$ cat config.mk
export PLATFORM = sky130hd
export DESIGN_NAME = tpg_top
export DESIGN_NICKNAME = d
export VERILOG_FILES = /design/src/rtl/tpg_pkg.sv /design/src/rtl/tpg_raster.sv /design/src/rtl/tpg_frame_ctr.sv /design/src/rtl/tpg_shade.sv /design/src/rtl/tpg_top.sv
export SDC_FILE = /design/constraint.sdc
export NUM_CORES = 1
export LEC_CHECK = 0
export BUFFER_PORTS_ARGS = -buffer_cell sky130_fd_sc_hd__buf_4
export CORE_MARGIN = 2
export CORE_UTILIZATION = 28
export CTS_CLUSTER_DIAMETER = 150
export CTS_CLUSTER_SIZE = 10
export DETAILED_ROUTE_END_ITERATION = 8
export GPL_TIMING_DRIVEN = 1
export PLACE_DENSITY = 0.52
export REMOVE_ABC_BUFFERS = 1
export SLEW_MARGIN = 10
export SYNTH_ARGS = -nofsm -noshare
export SYNTH_HDL_FRONTEND = slang
export SYNTH_SLANG_ARGS = --single-unit
$ cat constraint.sdc
create_clock -name clk -period 2.1 [get_ports clk]
set_input_delay 0.42 -clock clk [delete_from_list [all_inputs] [get_ports clk]]
set_output_delay 0.42 -clock clk [all_outputs]
set_load 0.05 [all_outputs]
$ cat src/rtl/tpg_pkg.sv
package tpg_pkg;

    localparam int CHAN_BITS = 8;

    typedef logic [CHAN_BITS-1:0] chan_t;

    typedef struct packed {
        chan_t r;
        chan_t g;
        chan_t b;
    } rgb_t;

    // Colour of a visible pixel from the low coordinate bits and frame count.
    function automatic rgb_t shade_of(input chan_t col, input chan_t row, input chan_t frm);
        rgb_t c;
        c.r = col + frm;
        c.g = row + {frm[CHAN_BITS-2:0], 1'b0};
        c.b = col ^ row;
        return c;
    endfunction

endpackage

$ cat src/rtl/tpg_raster.sv
module tpg_raster #(
    parameter int H_VIS  = 1280,
    parameter int H_TOT  = 1667,
    parameter int V_VIS  = 720,
    parameter int V_TOT  = 750,
    parameter int X_BITS = 11,
    parameter int Y_BITS = 10
) (
    input  logic              clk,
    input  logic              rst,
    output logic [X_BITS-1:0] x,
    output logic [Y_BITS-1:0] y,
    output logic              active,
    output logic              last_vis
);
    localparam logic [X_BITS-1:0] X_LAST     = X_BITS'(H_TOT - 1);
    localparam logic [Y_BITS-1:0] Y_LAST     = Y_BITS'(V_TOT - 1);
    localparam logic [X_BITS-1:0] X_VIS_END  = X_BITS'(H_VIS);
    localparam logic [Y_BITS-1:0] Y_VIS_END  = Y_BITS'(V_VIS);
    localparam logic [X_BITS-1:0] X_VIS_LAST = X_BITS'(H_VIS - 1);
    localparam logic [Y_BITS-1:0] Y_VIS_LAST = Y_BITS'(V_VIS - 1);

    always_ff @(posedge clk) begin
        if (rst) begin
            x <= '0;
            y <= '0;
        end else if (x == X_LAST) begin
            x <= '0;
            y <= (y == Y_LAST) ? '0 : y + 1'b1;
        end else begin
            x <= x + 1'b1;
        end
    end

    always_comb begin
        active   = (x < X_VIS_END) && (y < Y_VIS_END);
        last_vis = active && (x == X_VIS_LAST) && (y == Y_VIS_LAST);
    end
endmodule

$ cat src/rtl/tpg_frame_ctr.sv
module tpg_frame_ctr
    import tpg_pkg::*;
(
    input  logic  clk,
    input  logic  rst,
    input  logic  advance,
    output chan_t frame
);
    always_ff @(posedge clk) begin
        if (rst)
            frame <= '0;
        else if (advance)
            frame <= frame + 1'b1;
    end
endmodule

$ cat src/rtl/tpg_shade.sv
module tpg_shade
    import tpg_pkg::*;
#(
    parameter int X_BITS = 11,
    parameter int Y_BITS = 10
) (
    input  logic [X_BITS-1:0] x,
    input  logic [Y_BITS-1:0] y,
    input  logic              active,
    input  chan_t             frame,
    output rgb_t              pix
);
    always_comb begin
        if (active)
            pix = shade_of(x[CHAN_BITS-1:0], y[CHAN_BITS-1:0], frame);
        else
            pix = '0;
    end
endmodule

$ cat src/rtl/tpg_top.sv
module tpg_top
    import tpg_pkg::*;
#(
    parameter int H_VIS  = 1280,
    parameter int H_TOT  = 1667,
    parameter int V_VIS  = 720,
    parameter int V_TOT  = 750,
    parameter int X_BITS = 11,
    parameter int Y_BITS = 10
) (
    input  logic              clk,
    input  logic              rst,
    output logic [X_BITS-1:0] x,
    output logic [Y_BITS-1:0] y,
    output logic              active,
    output logic [7:0]        red,
    output logic [7:0]        green,
    output logic [7:0]        blue
);
    localparam int H_PAD_MIN = 30;
    localparam int V_PAD_MIN = 15;

    if (H_VIS < 1 || V_VIS < 1) begin : g_bad_vis
        $error("tpg_top: visible size must be positive");
    end
    if (H_TOT < H_VIS + H_PAD_MIN) begin : g_bad_hpad
        $error("tpg_top: total width needs at least %0d spare columns", H_PAD_MIN);
    end
    if (V_TOT < V_VIS + V_PAD_MIN) begin : g_bad_vpad
        $error("tpg_top: total height needs at least %0d spare rows", V_PAD_MIN);
    end
    if (X_BITS < CHAN_BITS || Y_BITS < CHAN_BITS) begin : g_bad_width
        $error("tpg_top: coordinate widths must be at least %0d", CHAN_BITS);
    end
    if (H_TOT > (1 << X_BITS) || V_TOT > (1 << Y_BITS)) begin : g_bad_fit
        $error("tpg_top: total frame does not fit coordinate widths");
    end

    logic  last_vis;
    chan_t frame_q;
    rgb_t  pix;

    tpg_raster #(
        .H_VIS(H_VIS), .H_TOT(H_TOT), .V_VIS(V_VIS), .V_TOT(V_TOT),
        .X_BITS(X_BITS), .Y_BITS(Y_BITS)
    ) u_raster (
        .clk(clk), .rst(rst), .x(x), .y(y), .active(active), .last_vis(last_vis)
    );

    tpg_frame_ctr u_frame (
        .clk(clk), .rst(rst), .advance(last_vis), .frame(frame_q)
    );

    tpg_shade #(.X_BITS(X_BITS), .Y_BITS(Y_BITS)) u_shade (
        .x(x), .y(y), .active(active), .frame(frame_q), .pix(pix)
    );

    assign red   = pix.r;
    assign green = pix.g;
    assign blue  = pix.b;
endmodule

# After elaboration in Yosys (flattened, before gate mapping)
# Index checks and enable logic that the tools add are counted.
dict set report classes {
  n_addsub 5
  order_cmp 2
  n_eq_ne 4
  muxes 2
  bitwise_logic 1
  n_reduce_logical 4
}
# cell count
set ops {}
lappend ops {{24-bit two-way mux} 1}
lappend ops {{11-bit equality test, second input constant} 2}
lappend ops {{10-bit equality test, second input constant} 2}
lappend ops {{8-bit adder} 2}
lappend ops {{11-bit by 1-bit adder with 11-bit output, second input constant} 1}
lappend ops {{11-bit < comparator, second input constant} 1}
lappend ops {{10-bit by 1-bit adder with 10-bit output, second input constant} 1}
lappend ops {{10-bit < comparator, second input constant} 1}
lappend ops {{10-bit two-way mux} 1}
lappend ops {{8-bit by 1-bit adder with 8-bit output, second input constant} 1}
lappend ops {{8-bit bitwise XOR} 1}
lappend ops {{1-bit logical AND} 3}
lappend ops {{2-bit OR reduction} 1}
dict set report totals {
  ff_bits 29
  inputBits 2
  output_inout_bits 46
  word_cells 21
}

# Depth between registers and ports, before layout
dict set report logic_depth {
  ltp_word 4
  depth_mapped 8
  ltp_nobuf 7
}

# By module
# Synthesis repeated with hierarchy kept, for this count alone.
dict set report unflattened {
  cells_unflattened 269
  area_unflattened_um2 2172.1
}
# mod n_inst cells_per_inst area_each_um2 seq_area_each_um2
set by_module_without_submodules {}
lappend by_module_without_submodules {tpg_raster 1 128 1096.1 420.4}
lappend by_module_without_submodules {tpg_shade 1 104 737.0 0.0}
lappend by_module_without_submodules {tpg_frame_ctr 1 37 339.1 160.2}

# Worst setup path before layout
# OpenSTA, ideal clock, no wires.
dict set report synth_timing {
  path_type {reg2out}
  startpoint {register u_raster.y[1]}
  endpoint {output port green[5]}
  t_arrival_ns 2.719
  required_ns 1.680
  setup_slack_ns -1.039
  stages_incl_launch_ff 6
  n_path_buf 0
  cell_sequence {dfxtp_1 -> ha_1 -> fa_1 -> a211oi_1 -> nor2_1 -> nor3_1}
}
dict set report synth_via {
  elab_chain_len 3
  word_cells_on_any_way 4
  cone_classes {1 x add/sub; 1 x order compare; 1 x mux; 1 x reduce/logical}
}
# element line_no
set synth_lines {}
lappend synth_lines {{start: declaration} tpg_raster.sv:12} ;# output logic [Y_BITS-1:0] y,
lappend synth_lines {{start signal: assignment} tpg_raster.sv:29} ;# y <= (y == Y_LAST) ? '0 : y + 1'b1;
lappend synth_lines {{10-bit < comparator} tpg_raster.sv:36} ;# active = (x < X_VIS_END) && (y < Y_VIS_END);
lappend synth_lines {{1-bit logical AND} tpg_raster.sv:36}
lappend synth_lines {{24-bit two-way mux (*)} tpg_shade.sv:14} ;# if (active)
lappend synth_lines {{end: declaration} tpg_top.sv:17} ;# output logic [7:0] green,
# Mark *: on every way between the ends. The rest lies on a longest branch, timed or not.

# Worst setup path after layout
dict set report layout_timing {
  startpoint {register u_frame.frame[0]}
  endpoint {output port green[7]}
}
dict set report layout_via {
  elab_chain_len 2
}
# element line_no
set layout_lines {}
lappend layout_lines {{start: declaration} tpg_frame_ctr.sv:7} ;# output chan_t frame
lappend layout_lines {{start signal: assignment} tpg_frame_ctr.sv:13} ;# frame <= frame + 1'b1;
lappend layout_lines {{8-bit adder} tpg_pkg.sv:17} ;# c.g = row + {frm[CHAN_BITS-2:0], 1'b0};
lappend layout_lines {{24-bit two-way mux} tpg_shade.sv:14}
# No other way between the ends.

==> run summary <==
outcome: finished, violations left
failing checks: negative setup slack
hold_ws: 0.417 ns
P_leak: 1.62 nW
core box area: 7210 um^2
Die H: 90.2 um
Setup crit end kind: primary output
finished layout cell area: 3780 um^2
Reg area: 609 um^2
Slowest-stage cell, CP: fa_2
switching share of total power: 0.283
Mapped Area: 2080 um^2
H-Tree Level Count: 2
Mapped Avg Cell Area: 8.03 um^2
global route overflow: 0
Slew headroom: 0.709
setup ws final: -0.377 ns
clk_skew: 0.0139 ns
Power Internal: 0.853 mW
Final Power: 1.19 mW
measured slew at the worst slew-check pin: 0.436 ns
Worst Reg-to-Reg Cells: 7
number of fill cells: 696
total CTS buffers: 5
gr usage total: 0.160
Setup crit start kind: flip-flop
# diodes: 0
distinct cell type count of the synthesized netlist: 34
via count: 2300
CTS Sinks: 29
period utilisation layout: 1.18
initial DRC count: 82
Max Cap Viol: 0
post-route ant nets: 0
Max Freq: 0.404 GHz
Worst EP required: 1.68 ns
Avg WL per Cell: 14.6 um
hold path depth: 2
Final Setup Violations: 16
sequential fraction of the synthesis area: 0.279
worst min path class: input pin to flip-flop
clock root cell: clkbuf_8
Die ar.: 8130 um^2
kind of critical path: flip-flop to primary output
Power Density: 315 nW/um^2
placed wire-length estimate: 4.88 mm
critical path arrival: 2.06 ns
Nets: 404
initial antenna violation count: 0
RSZ-0062 raised after global routing: true
Comb pwr share: 0.151
die width: 90.2 um
peak supply drop: 0.213 mV
Synth Instances: 259
layout cells sized above 1: 0.527
clock latency on the worst-skew pair: 0.29 ns
clock transition at the registers of the reported paths: 0.07 ns
final critical-path required period: 2.48 ns
Max Slew Vio Count: 0
Area growth syn-to-layout: 81.7%
num rows: 31
RD Place Congestion: 0.852
cell area after placement: 2990 um^2
YS warnings: 0
DRT Wirelength: 7.02 mm
clk buf depth: 2
largest cells by area after synthesis: dfxtp_1 28%, xnor2_1 11%, ha_1 11%
Multi-input gate area: 1830 um^2
first-pass detailed-route iteration total: 4
Net Sw Power: 0.337 mW
dominant cell type by area after synthesis: dfxtp_1
largest net degree at the start of global routing: 16
Initial Util: 0.288
#FFs+latches synth: 29
hold buffers post-CTS: 0
CP Cell Sequence: ha_2, fa_2, a211oi_2, o21bai_1, a21oi_2, xnor2_1, nor2_1, buf_6
global-route wire length before repair: 10.7 mm
share of the synthesized area in the top cell type: 0.279
vias in the first global route: 2204
final core utilization: 0.524
port bufs: 47
Via density: 4.77
DR DRC count: 0
final hold viol count: 0
CTS tree: built
critical path's largest stage delay: 0.39 ns
Top Ports: 48
CP Max Fanout: 3
Clk pwr share: 0.380
power share of the sequential group: 0.468
[worst paths after layout]
| kind | startpoint | end | slack (ns) |
|---|---|---|---|
| worst max-delay path | u_frame.frame[0]$_SDFFE_PP0P_ | green[7] | -0.38 |
| worst min-delay path | rst | u_frame.frame[1]$_SDFFE_PP0P_ | 0.42 |
| worst min register to register | u_raster.x[0]$_SDFF_PP0_ | u_raster.x[0]$_SDFF_PP0_ | 0.56 |
| worst max register to register | u_raster.y[5]$_SDFFE_PP0N_ | u_frame.frame[7]$_SDFFE_PP0P_ | 0.04 |
[registers in the layout, summed over array words and instances (netlist names)]
register       cells
u_raster.x        11
u_raster.y        10
u_frame.frame      8
[critical path, delay by kind of cell, from the launching register on]
family	cells	cell delay (ns)
adder cells (fa/ha/maj)	2	0.58
AO/OA/AOI/OAI	3	0.48
flip-flops	1	0.35
buffers and inverters	1	0.17
AND/OR/NAND/NOR	1	0.11
XOR/XNOR	1	0.08
[synthesized netlist by cell type]
cell / number
clkbuf_1: 6
or3_1: 4
nand4b_1: 1
fa_1: 2
mux2_1: 1
nor4b_1: 3
o21ai_0: 10
nor4_1: 4
mux2_2: 2
buf_2: 3
xor2_1: 9
nand2_1: 15
nor3_1: 9
ha_1: 18
nand3_2: 1
and2_1: 1
inv_1: 7
o21bai_1: 5
nand4_1: 5
xnor2_1: 26
and4b_1: 1
dfxtp_1: 29
a21o_1: 4
a2bb2oi_1: 1
nand3_1: 7
nor2b_1: 3
a21oi_1: 10
nor2_1: 52
and3_1: 6
a211oi_1: 8
or2_4: 1
nand2b_1: 2
nor4_4: 1
nor4bb_1: 2
[layout make-up]
type | instances | area share
Sequential cell | 29 | 0.161
Inverter | 7 | 0.00695
Clock buffer | 6 | 0.0192
Clock inverter | 2 | 0.00265
Timing Repair Buffer | 125 | 0.293
Multi-Input combinational cell | 214 | 0.484
Tap cell | 99 | 0.0328
[layer usage]
layer / track usage / share of wire
met1: 0.208 / 0.44
met2: 0.276 / 0.50
met3: 0.0251 / 0.037
met4: 0.0423 / 0.017
met5: 0 / 0
[cell families after synthesis]
family | count (synthesis) | share of synthesized area
fa+ha+maj | 20 | 0.128
compound gates | 38 | 0.114
mux | 3 | 0.0162
flops | 29 | 0.279
buf+inv | 16 | 0.0307
simple gates | 118 | 0.285
xor+xnor | 35 | 0.147
[power groups by stage]
stage | clock network [mW] | registers (mW) | logic, mW
after global placement | 0 | 0.571 | 0.139
after detailed placement | 0 | 0.572 | 0.140
after floorplan | 0 | 0.593 | 0.0624
after CTS | 0.465 | 0.558 | 0.155
final | 0.453 | 0.557 | 0.180
after global routing | 0.496 | 0.558 | 0.188
[timing repair]
action                                  CTS  global route
cloned                                    0             1
pin swaps                                26            28
resized for setup                        68            71
endpoints found under the hold margin     0             0
buffers inserted                          3            12
endpoints found under the setup margin   27            43
[cells in the final DEF (no fill, tap or decap), types with 3 or more instances in the layout]
master	Yosys	routed
nor4_4	1	3
a211oi_2	0	6
nor3_1	9	6
o21ai_1	0	3
buf_4	0	95
nor2_1	52	40
nand2_1	15	12
ha_4	0	6
dfxtp_4	0	6
o21bai_1	5	4
a21oi_2	0	3
ha_1	18	9
dfxtp_1	29	18
ha_2	0	3
nand3_1	7	7
or3_1	4	3
inv_1	7	7
xor2_1	9	9
buf_6	0	19
xnor2_1	26	25
o21ai_0	10	5
nand4_1	5	5
nor2b_1	3	3
buf_8	0	9
and3_1	6	4
nor2_4	0	11
a21o_1	4	4
dfxtp_2	0	5
clkbuf_8	0	5
a21oi_1	10	7
[stage by stage]
step                TNS, ns  instances  setup slack (ns)
floorplan            -17.15        250             -1.04
global placement      -1.41        459            -0.268
detailed placement    -1.59        459            -0.281
CTS                   -2.87        470            -0.419
global route          -4.33        482            -0.494
finish                -2.61        482            -0.377
Note: power is estimated with default switching activity, not from simulation.
